## src/rtl/aftx_pkg.sv

```systemverilog
package aftx_pkg;

  // Strobes issued by the control unit to the datapath, one cycle each
  typedef struct packed {
    logic takeIn;     // capture inData into the holding buffer
    logic loadChar;   // move the buffered character into the shifter
    logic loadBreak;  // fill the shifter with an all-zero frame
    logic shiftBit;   // advance the shifter by one bit
    logic goIdle;     // frame finished with nothing to follow: force line high
  } txStrobe_t;

endpackage

```

## src/rtl/aftx_ctrl.sv

```systemverilog
module aftx_ctrl
  import aftx_pkg::*;
#(
  parameter int OVS     = 16,
  parameter int FRAME_W = 11
) (
  input  logic      clk,
  input  logic      rstN,
  input  logic      baudTick,
  input  logic      inValid,
  input  logic      cfgNineBit,
  input  logic      cfgBreak,
  output txStrobe_t stb,
  output logic      bufFull,
  output logic      busy
);

  localparam int CNT_W = $clog2(OVS);
  localparam int IDX_W = $clog2(FRAME_W);

  logic [CNT_W-1:0] tickCnt;
  logic [IDX_W-1:0] bitIdx;
  logic [IDX_W-1:0] lastIdx;

  logic bitEnd;
  logic frameEnd;
  logic loadSlot;
  logic loadAny;

  always_comb begin
    bitEnd        = busy && baudTick && (tickCnt == CNT_W'(OVS - 1));
    frameEnd      = bitEnd && (bitIdx == lastIdx);
    loadSlot      = baudTick && (!busy || frameEnd);
    stb.loadBreak = loadSlot && cfgBreak;
    stb.loadChar  = loadSlot && !cfgBreak && bufFull;
    loadAny       = stb.loadBreak || stb.loadChar;
    stb.shiftBit  = bitEnd && !frameEnd;
    stb.goIdle    = frameEnd && !loadAny;
    stb.takeIn    = inValid && !bufFull;
  end

  always_ff @(posedge clk) begin
    if (!rstN) begin
      busy    <= 1'b0;
      bufFull <= 1'b0;
      tickCnt <= '0;
      bitIdx  <= '0;
      lastIdx <= IDX_W'(FRAME_W - 1);
    end else begin
      if (stb.loadChar)    bufFull <= 1'b0;
      else if (stb.takeIn) bufFull <= 1'b1;

      if (loadAny) begin
        busy    <= 1'b1;
        tickCnt <= '0;
        bitIdx  <= '0;
        lastIdx <= cfgNineBit ? IDX_W'(FRAME_W - 1) : IDX_W'(FRAME_W - 2);
      end else if (stb.goIdle) begin
        busy    <= 1'b0;
        tickCnt <= '0;
      end else if (bitEnd) begin
        tickCnt <= '0;
        bitIdx  <= bitIdx + 1'b1;
      end else if (busy && baudTick) begin
        tickCnt <= tickCnt + 1'b1;
      end
    end
  end

endmodule

```

## src/rtl/aftx_dp.sv

```systemverilog
module aftx_dp
  import aftx_pkg::*;
#(
  parameter int DATA_W  = 9,
  parameter int FRAME_W = DATA_W + 2
) (
  input  logic              clk,
  input  logic              rstN,
  input  txStrobe_t         stb,
  input  logic [DATA_W-1:0] inData,
  input  logic              cfgNineBit,
  input  logic              cfgParityEn,
  input  logic              cfgParityOdd,
  output logic              txLine
);

  logic [DATA_W-1:0]  bufData;
  logic [DATA_W-1:0]  payload;
  logic [FRAME_W-1:0] charFrame;
  logic [FRAME_W-1:0] shReg;
  logic               parBit;
  int                 charLen;
  int                 dataLen;

  // Assemble start bit, payload (with optional parity at the top slot) and stop bits
  always_comb begin
    charLen = cfgNineBit ? DATA_W : DATA_W - 1;
    dataLen = cfgParityEn ? charLen - 1 : charLen;
    payload = '0;
    for (int i = 0; i < DATA_W; i++) begin
      if (i < dataLen) payload[i] = bufData[i];
    end
    parBit = (^payload) ^ cfgParityOdd;
    if (cfgParityEn) payload[charLen-1] = parBit;
    charFrame    = '1;
    charFrame[0] = 1'b0;
    for (int i = 0; i < DATA_W; i++) begin
      if (i < charLen) charFrame[i+1] = payload[i];
    end
  end

  always_ff @(posedge clk) begin
    if (!rstN) begin
      bufData <= '0;
      shReg   <= '1;
    end else begin
      if (stb.takeIn) bufData <= inData;
      if (stb.loadChar)       shReg <= charFrame;
      else if (stb.loadBreak) shReg <= '0;
      else if (stb.shiftBit)  shReg <= {1'b1, shReg[FRAME_W-1:1]};
      else if (stb.goIdle)    shReg <= '1;
    end
  end

  assign txLine = shReg[0];

endmodule

```

## src/rtl/async_frame_tx.sv

```systemverilog
module async_frame_tx
  import aftx_pkg::*;
#(
  parameter int OVS    = 16,
  parameter int DATA_W = 9
) (
  input  logic              clk,
  input  logic              rstN,
  input  logic [DATA_W-1:0] inData,
  input  logic              inValid,
  output logic              inReady,
  input  logic              cfgNineBit,
  input  logic              cfgParityEn,
  input  logic              cfgParityOdd,
  input  logic              cfgBreak,
  input  logic              baudTick,
  output logic              txLine,
  output logic              bufEmpty,
  output logic              txDone
);

  localparam int FRAME_W = DATA_W + 2;

  txStrobe_t stb;
  logic      bufFull;
  logic      busy;

  aftx_ctrl #(.OVS(OVS), .FRAME_W(FRAME_W)) ctrl_i (
    .clk        (clk),
    .rstN       (rstN),
    .baudTick   (baudTick),
    .inValid    (inValid),
    .cfgNineBit (cfgNineBit),
    .cfgBreak   (cfgBreak),
    .stb        (stb),
    .bufFull    (bufFull),
    .busy       (busy)
  );

  aftx_dp #(.DATA_W(DATA_W), .FRAME_W(FRAME_W)) dp_i (
    .clk          (clk),
    .rstN         (rstN),
    .stb          (stb),
    .inData       (inData),
    .cfgNineBit   (cfgNineBit),
    .cfgParityEn  (cfgParityEn),
    .cfgParityOdd (cfgParityOdd),
    .txLine       (txLine)
  );

  assign inReady  = !bufFull;
  assign bufEmpty = !bufFull;
  assign txDone   = !busy && !bufFull;

endmodule

```

## config.mk

```make
export PLATFORM = sky130hd
export DESIGN_NAME = async_frame_tx
export DESIGN_NICKNAME = d
export VERILOG_FILES = /design/src/rtl/aftx_pkg.sv /design/src/rtl/aftx_ctrl.sv /design/src/rtl/aftx_dp.sv /design/src/rtl/async_frame_tx.sv
export SDC_FILE = /design/constraint.sdc
export NUM_CORES = 1
export LEC_CHECK = 0
export ABC_AREA = 1
export BUFFER_PORTS_ARGS = -buffer_cell sky130_fd_sc_hd__buf_2
export CAP_MARGIN = 10
export CORE_MARGIN = 2
export CORE_UTILIZATION = 60
export DETAILED_ROUTE_END_ITERATION = 16
export PLACE_DENSITY_LB_ADDON = 0.2
export SYNTH_ARGS = -nofsm -noshare
export SYNTH_HDL_FRONTEND = slang
export SYNTH_SLANG_ARGS = --single-unit
```

## constraint.sdc

```tcl
create_clock -name clk -period 3.7 [get_ports clk]
set_input_delay 0.185 -clock clk [delete_from_list [all_inputs] [get_ports clk]]
set_output_delay 0.185 -clock clk [all_outputs]
set_load 0.02 [all_outputs]
```

==> flow_summary.yaml, run 1 <==
setup_path:
  reg2reg_from: "ctrl_i.tickCnt[0]"
  startpoint: "ctrl_i.tickCnt[0]"
  arrival_ns: 2.16
  crit_slowest_cell: "dfxtp_1"
  timing.critical_path.mode_cell: "nand2_2"
  r2r_slack_ns: 1.82
  path_class: "reg2reg"
  cp_max_fo: 15
  crit_path_end_kind: "register"
  cp.required_ns: 3.98
  slowest_delay_ns: 0.38
  cp-endpoint: "dp_i.shReg[9]"
  start_kind: "register"
  reg2reg_to: "dp_i.shReg[9]"
  worst-r2r-cell-count: 11
  path_cells: "ha_1, nand3_1, nor2_4, nand3_2, nand2_2, nand3_2, nand2_2, inv_2, nand2_2, nor2_1, a21oi_1"
placement:
  gp_congestion: 0.794
  dp_cells: 297
  hpwl_um: 2410
  port_buffers: 20
power_and_ir_drop:
  p_leak_nw: 0.883
  seqPwrFrac_pct: 53.1
  p_comb_share_pct: 16.3
  p_sw_share_pct: 29.4
  switchingPower_w: 0.000207
  internal_power_w: 0.000496
  p_per_area_mw_per_mm2: 385
  clockPowerShare_pct: 30.6
  ir_drop_uv: 303
global_route:
  grt_overflow: 0
  antenna_found_initial: 0
  grt_start_max_net_pins: 18
  grt_pass1_wl_um: 5680
  grtUsageTotal_pct: 22.6
  first_global_vias: 1500
timing:
  setup-violations-final: 0
  slew_headroom_pct: 72.2
  clock.fmax_ghz: 0.531
  rsz0062_at_grt: "no"
  slew_violations: 0
  clock_skew_ns: 0.00762
  hold_viol_final: 0
  min_period_ns: 1.88
  final.setup.tns_ns: 0
  worst_pin_slew_ns: 0.416
  period_share_pct: 50.9
die:
  row_count: 19
  die_area_mm2: 0.00325
  pin_count: 21
  core_mm2: 0.00271
  die_h_um: 57.0
  die_x_um: 57.0
  initial_core_util_pct: 62.1
finish:
  seqCellArea_um2: 641
  fillers: 281
  drive_gt1_share_pct: 14.2
  mostFrequentLayoutCells: "nand2_1, nor2_1, inv_1, dfxtp_1, o21ai_0"
  multi_input_area_um2: 863
  final_common_cell: "nand2_1"
  fin_cells: 305
  areaGrowthSynthToFinish_pct: 8.40
  nets: 294
  antenna_cells_inserted: 0
clock_tree:
  cts_setup_buffers: 0
  htree_levels: 2
  cts.sinks: 32
  clk_latency_ns: 0.34
  hold_buffers: 0
  cts_tree: "done"
  clk_path_buf_depth: 2
  cts.repair.resized: 0
  cts-root-buf: "clkbuf_4"
  cts.clk_slew.worst_paths_ns: 0.10
  numCtsBuffers: 5
detailed_routing:
  drtIter0Drc: 48
  drc: 0
  wirelength_um: 3210
  post_drt_wl_per_cell_um: 10.5
  postRouteAntennaNets: 0
  vias_per_cell: 5.04
  routed-via-count: 1536
  drt_pre_antenna_iters: 4
job:
  drv_cap: 0
yosys:
  syn_inst: 254
  synthSimpleGateAreaFrac_pct: 32.2
  ys.warnings.count: 0
  syn_area_mm2: 0.00168
  ys_types: 23
  synth_top_family_by_area: "simple AND/OR/NAND/NOR gates"
  synth.area.mux_share_pct: 0
  synth_seq_cells: 32
  syn-num-nets: 275
  synth_area_per_cell_um2: 6.63
  synth_compound_area_share_pct: 13.5
  synth-xor-area-share_pct: 2.60
  synthAdderAreaFrac_pct: 2.97
  yosysSeqAreaShare_pct: 38.0
min_path:
  hold_class: "in2reg"
status:
  status: "complete, no violations"
synth_stat cells (all sizes together):
master	instances	area, um^2
a21oi	18	90.1
dfxtp	32	641
o21ai	26	130
clkbuf	3	12.5
nand4	2	12.5
or2	3	18.8
nor2	40	158
and2	1	6.26
nand3	14	80.1
buf	5	43.8
nand2	67	267
xor2	5	43.8
ha	4	50.1
inv	33	124
o21a	1	7.51
registers in the layout, summed over array words and instances (netlist names):
signal          flops
ctrl_i.bufFull      1
ctrl_i.bitIdx       4
dp_i.bufData        9
ctrl_i.lastIdx      2
ctrl_i.tickCnt      4
dp_i.shReg         11
ctrl_i.busy         1
cell type report:
| class | instances | area share [%] |
|---|---|---|
| multi-input combinational | 181 | 47.3 |
| sequential | 32 | 35.1 |
| clock buffer | 8 | 3.22 |
| timing repair buffer | 20 | 5.48 |
| tap | 31 | 2.12 |
| inverter | 33 | 6.79 |
power by group through the flow:
stage | Combinational [W] | Clock, W | Sequential (W)
final | 0.000115 | 0.000215 | 0.000373
after global routing | 0.000134 | 0.000230 | 0.000376
after CTS | 0.000115 | 0.000218 | 0.000373
after detailed placement | 0.000115 | 0 | 0.000381
after global placement | 0.000112 | 0 | 0.000381
after floorplan | 0.0000895 | 0 | 0.000380
cells by family after synthesis:
| family | count (synthesis) |
|---|---|
| and+or+nand+nor | 127 |
| AOI/OAI and AO/OA | 45 |
| xor gates and xnor gates | 5 |
| DFF | 32 |
| adders and majority gates | 4 |
| buffers and inverters | 41 |
per-stage QoR:
step	total power, W	setup slack, ns	instance area [um^2]	hold WS (ns)	util, %
3_5_place_dp	0.000496	1.82	1770	0.415	65.2
2_1_floorplan	0.000470	2.11	1680	0.320	-
6_report	0.000703	1.82	1830	0.0605	67.4
5_1_grt	0.000740	1.57	1830	0.0790	67.4
4_1_cts	0.000707	1.80	1830	0.0529	67.4
3_3_place_gp	0.000493	1.87	1770	0.408	65.2
worst max-delay path, delay by kind of cell (launching register included):
kind	cells	cell delay [ns]
and+or+nand+nor	8	1.12
AOI/OAI and AO/OA	1	0.10
adders and majority gates	1	0.18
DFF	1	0.38
buffers and inverters	1	0.05
worst min-delay path by stage:
stage / from / slack, ns / depth (start not counted) / to
3_3_place_gp: inData[8] / 0.41 / 3 / dp_i.bufData[8]
2_1_floorplan: inData[7] / 0.32 / 2 / dp_i.bufData[7]
6_report: inData[8] / 0.06 / 3 / dp_i.bufData[8]
4_1_cts: inData[8] / 0.05 / 3 / dp_i.bufData[8]
3_5_place_dp: inData[8] / 0.41 / 3 / dp_i.bufData[8]
5_1_grt: inData[7] / 0.08 / 3 / dp_i.bufData[7]
metal layers:
metal | track usage, % | up-vias | part of all wire [%]
met5 | 0 | - | 0
met4 | 13.3 | 0 | 1.8
met3 | 5.22 | 7 | 4.5
met2 | 42.0 | 26 | 50
met1 | 22.6 | 671 | 44
li1 | - | 832 | -
Note: power is estimated with default switching activity, not from simulation.
==> inputs of run 2 (changes only) <==
- CORE_UTILIZATION: 60 -> 51
- clock period: 3.7 -> 1.7 ns (I/O delays scaled with it)
==> run 2 against run 1 <==
  * Combinational power grew 130%
  * First-iteration DRC count grew 19%
  * Highest routed layer unchanged
  * Critical path type unchanged
  * Global-route usage shrank 3.4 points
==> flow_summary.yaml, run 2 (same netlist as run 1, synthesis figures left out) <==
finish:
  fin_cells: 327
  largest_register_ffs: 11
  multi_input_area_um2: 886
  nets: 303
  fillers: 342
  drive_gt1_share_pct: 18.0
  antenna_cells_inserted: 0
  final_common_cell: "nand2_1"
  mostFrequentLayoutCells: "nand2_1, nor2_1, inv_1, dfxtp_1, o21ai_0"
  largest_register: "dp_i.shReg"
  seqCellArea_um2: 644
  areaGrowthSynthToFinish_pct: 15.2
  largestRegisters: "dp_i.shReg: 11 flops, dp_i.bufData: 9 flops"
detailed_routing:
  post_drt_wl_per_cell_um: 10.3
  drc: 0
  drt_pre_antenna_iters: 4
  routed-via-count: 1561
  wirelength_um: 3380
  postRouteAntennaNets: 0
  drtIter0Drc: 57
  vias_per_cell: 4.77
power_and_ir_drop:
  p_leak_nw: 0.925
  ir_drop_uv: 594
  p_per_area_mw_per_mm2: 794
  total_power_w: 0.00154
setup_path:
  r2r_slack_ns: 0.11
  arrival_ns: 1.84
  crit_path_end_kind: "register"
  path_class: "reg2reg"
  start_kind: "register"
  cp_max_fo: 6
  cp.required_ns: 1.95
  worst-r2r-cell-count: 11
global_route:
  antenna_found_initial: 0
  grt_start_max_net_pins: 18
  grt_overflow: 0
  grtUsageTotal_pct: 19.2
  grt_pass1_wl_um: 5390
  first_global_vias: 1402
die:
  row_count: 20
  die_x_um: 61.5
  pin_count: 21
  die_h_um: 61.5
  initial_core_util_pct: 54.3
  core_mm2: 0.00310
  die_area_mm2: 0.00378
timing:
  hold_viol_final: 0
  period_share_pct: 93.4
  slew_headroom_pct: 75.1
  layout_setup_ws_ns: 0.112
  min_period_ns: 1.59
  slew_violations: 0
  final.setup.tns_ns: 0
  clock_skew_ns: 0.00374
  setup-violations-final: 0
  worst_pin_slew_ns: 0.373
  clock.fmax_ghz: 0.630
clock_tree:
  cts.sinks: 32
  clk_path_buf_depth: 2
  cts-root-buf: "clkbuf_4"
  htree_levels: 2
  cts.clk_slew.worst_paths_ns: 0.10
  clk_latency_ns: 0.34
  cts_tree: "done"
  numCtsBuffers: 5
placement:
  dp_cells: 316
  gp_congestion: 0.796
  port_buffers: 20
  place_ws_ns: 0.0402
  hpwl_um: 2460
status:
  status: "complete, no violations"
job:
  drv_cap: 0
min_path:
  hold_depth: 3
  hold_class: "in2reg"
## run 2: changes by cell type in the layout (fill, tap and decap cells not counted), sizes merged
cell / before / now
dlygate4sd3: 0 / 2
buf: 20 / 27
## run 2: layout make-up
cell class / count / share of cell area, %
flip-flops and latches: 32 / 33.2
multi-input cells: 181 / 45.6
inverters: 33 / 6.38
clock buffers: 8 / 3.03
repair buffers: 29 / 8.90
well taps: 44 / 2.84
## run 2: worst paths after layout
path / start / to
hold reg to reg: dp_i.shReg[0] / dp_i.shReg[0]
setup / recovery: ctrl_i.tickCnt[1] / dp_i.shReg[7]
hold / removal: inData[1] / dp_i.bufData[1]
setup reg to reg: ctrl_i.tickCnt[1] / dp_i.shReg[7]
## run 2: critical path, stage by stage, from the launching register on
cell     delay, ns
dfxtp_2       0.38
ha_4          0.14
nand3_2       0.09
nor2_4        0.14
nand3_2       0.08
nand2_2       0.09
nand3_2       0.10
buf_4         0.17
o21ai_0       0.07
o21ai_0       0.10
nor2_1        0.10
nor2_1        0.05
## run 2: report_power, final
group | internal, W | switching [W] | total, W | leakage, nW
logic | 0.0000991 | 0.000166 | 0.000265 | 0.629
clock network | 0.000204 | 0.000260 | 0.000463 | 0.0326
registers | 0.000790 | 0.0000232 | 0.000813 | 0.264
total | 0.00109 | 0.000449 | 0.00154 | 0.925
## run 2: timing repair
action	CTS	global route
hold endpoints to repair	2	0
buffers inserted	0	1
hold buffers	2	0
gates resized for setup	0	11
endpoints found under the setup margin	0	20
## run 2: routing by layer
metal  GRT usage [%]  part of all wire (%)
met5               0                     0
met4            5.47                   1.3
met3            5.67                   3.8
met2            37.5                    50
met1            19.5                    45
## run 2: per-stage QoR
stage,util [%],area (um^2),hold WS (ns)
global route,62.5,1940,0.0351
floorplan,-,1680,0.220
global placement,58.9,1830,0.308
finish,62.5,1940,0.0220
detailed placement,58.9,1830,0.313
CTS,61.5,1910,0.0115
==> inputs of run 3 (changes only) <==
- BUFFER_PORTS_ARGS: -buffer_cell sky130_fd_sc_hd__buf_2 -> default
- CORE_UTILIZATION: 51 -> 56
- DONT_BUFFER_PORTS: default -> 1
==> run 3 against run 2 <==
  * Critical path depth stayed put
  * Highest routed layer unchanged
  * Worst hold slack worse by 0.0065 ns
  * Final cell count is 6.7% lower
  * Non-clock buffer count shrank 8
  * Register-to-register slack better by 0.03 ns
  * Maximum frequency is 1.8% higher
  * Sequential share of layout area fell by 0.15 points
  * Setup slack better by 0.028 ns
  * Sequential power about the same
  * Largest power group unchanged
  * Routed wire length increased by 1.4%
==> flow_summary.yaml, run 3 (same netlist as run 1, synthesis figures left out) <==
status:
  status: "complete, no violations"
job:
  drv_cap: 0
min_path:
  hold_depth: 2
  hold_class: "in2reg"
  hp-start: "rstN"
  hold_end: "ctrl_i.bitIdx[0]"
detailed_routing:
  drc: 0
  postRouteAntennaNets: 0
  vias_per_cell: 5.18
  drtIter0Drc: 54
  routed-via-count: 1579
  wirelength_um: 3430
  post_drt_wl_per_cell_um: 11.2
  drt_pre_antenna_iters: 4
placement:
  port_buffers: 0
  gp_congestion: 0.780
  dp_cells: 284
  hpwl_um: 2410
  place_area_mm2: 0.00172
timing:
  period_share_pct: 91.8
  worst_pin_slew_ns: 0.472
  min_period_ns: 1.56
  slew_headroom_pct: 68.4
  final.setup.tns_ns: 0
  clock.fmax_ghz: 0.641
  setup-violations-final: 0
  hold_viol_final: 0
  slew_violations: 0
  rsz0062_at_grt: "no"
  clock_skew_ns: 0.00760
clock_tree:
  numCtsBuffers: 5
  cts_tree: "done"
  cts-root-buf: "clkbuf_4"
  clk_latency_ns: 0.33
  cts.clk_slew.worst_paths_ns: 0.10
  cts.sinks: 32
  clk_path_buf_depth: 2
  htree_levels: 2
setup_path:
  r2r_slack_ns: 0.14
  reg2reg_from: "ctrl_i.tickCnt[1]"
  crit_slowest_cell: "dfxtp_2"
  crit_path_end_kind: "register"
  cp_max_fo: 5
  path_cells: "ha_4, nand3_2, nor2_4, nand3_2, nand2_2, nand3_4, buf_4, o21ai_0, o21ai_1, nor2_1, nor2_1"
  reg2reg_to: "dp_i.shReg[7]"
  cp.depth: 11
  crit_family: "simple AND/OR/NAND/NOR gates"
  cp_num_buf_inv: 1
  cp.required_ns: 1.93
  path_class: "reg2reg"
  slowest_delay_ns: 0.37
  start_kind: "register"
  worst-r2r-cell-count: 11
  arrival_ns: 1.79
finish:
  nets: 295
  largestRegisters: "dp_i.shReg: 11 flops, dp_i.bufData: 9 flops"
  largest_register_ffs: 11
  final_common_cell: "nand2_1"
  areaGrowthSynthToFinish_pct: 16.0
  drive_gt1_share_pct: 13.1
  final_util_pct: 69.6
  mostFrequentLayoutCells: "nand2_1, nor2_1, inv_1, dfxtp_1"
  antenna_cells_inserted: 0
  fillers: 244
  fin_cells: 305
  final_area_mm2: 0.00195
  largest_register: "dp_i.shReg"
die:
  core_mm2: 0.00281
  pin_count: 21
  die_area_mm2: 0.00346
  initial_core_util_pct: 60.0
  die_h_um: 58.8
  row_count: 19
  die_x_um: 58.8
global_route:
  grt_start_max_net_pins: 17
  grtUsageTotal_pct: 22.2
  first_global_vias: 1439
  grt_overflow: 0
  antenna_found_initial: 0
  grt_pass1_wl_um: 5730
power_and_ir_drop:
  p_per_area_mw_per_mm2: 764
  total_power_w: 0.00149
  p_leak_nw: 0.901
  ir_drop_uv: 553
run 3: area by class of cell:
| type | instances | area, um^2 | area share [%] |
|---|---|---|---|
| Timing Repair Buffer | 21 | 194 | 9.93 |
| Tap cell | 31 | 38.8 | 1.99 |
| Clock inverter | 1 | 5.00 | 0.256 |
| Multi-Input combinational cell | 181 | 905 | 46.3 |
| Inverter | 33 | 124 | 6.34 |
| Sequential cell | 32 | 646 | 33.1 |
| Clock buffer | 6 | 41.3 | 2.11 |
run 3: power breakdown:
| group | switching [W] | leakage (nW) | internal, W | total, W |
|---|---|---|---|---|
| combinational | 0.000164 | 0.609 | 0.000104 | 0.000268 |
| clock | 0.000257 | 0.0281 | 0.000152 | 0.000409 |
| sequential | 0.0000261 | 0.264 | 0.000790 | 0.000816 |
run 3: how the worst max path moves through the flow:
stage | slack (ns) | startpoint | end
6_report | 0.14 | ctrl_i.tickCnt[1] | dp_i.shReg[7]
5_1_grt | 0.008 | ctrl_i.tickCnt[1] | ctrl_i.bitIdx[0]
3_5_place_dp | 0.02 | ctrl_i.tickCnt[0] | dp_i.shReg[5]
2_1_floorplan | 0.11 | ctrl_i.tickCnt[0] | dp_i.shReg[1]
3_3_place_gp | 0.08 | ctrl_i.tickCnt[0] | dp_i.shReg[4]
4_1_cts | 0.002 | ctrl_i.tickCnt[0] | dp_i.shReg[5]
run 3: through the flow:
| step | setup WS [ns] | hold slack, ns |
|---|---|---|
| 2_1_floorplan | 0.114 | 0.220 |
| 3_3_place_gp | 0.0785 | 0.176 |
| 3_5_place_dp | 0.0227 | 0.180 |
| 4_1_cts | 0.00155 | 0.00752 |
| 5_1_grt | 0.00848 | 0.0280 |
| 6_report | 0.140 | 0.0155 |
run 3: what timing repair did:
| action | 4_1_cts | 5_1_grt |
|---|---|---|
| gates resized for setup | 0 | 21 |
| hold buffers | 12 | 1 |
| hold endpoints to repair | 16 | 3 |
| setup buffers | 0 | 1 |
| setup endpoints to repair | 0 | 19 |
run 3: metal layers:
layer	wire length, um	GRT usage, %	part of all wire (%)
met3	127	5.49	3.7
met5	0	0	0
met4	57	11.0	1.7
met1	1530	23.2	45
met2	1710	40.6	50
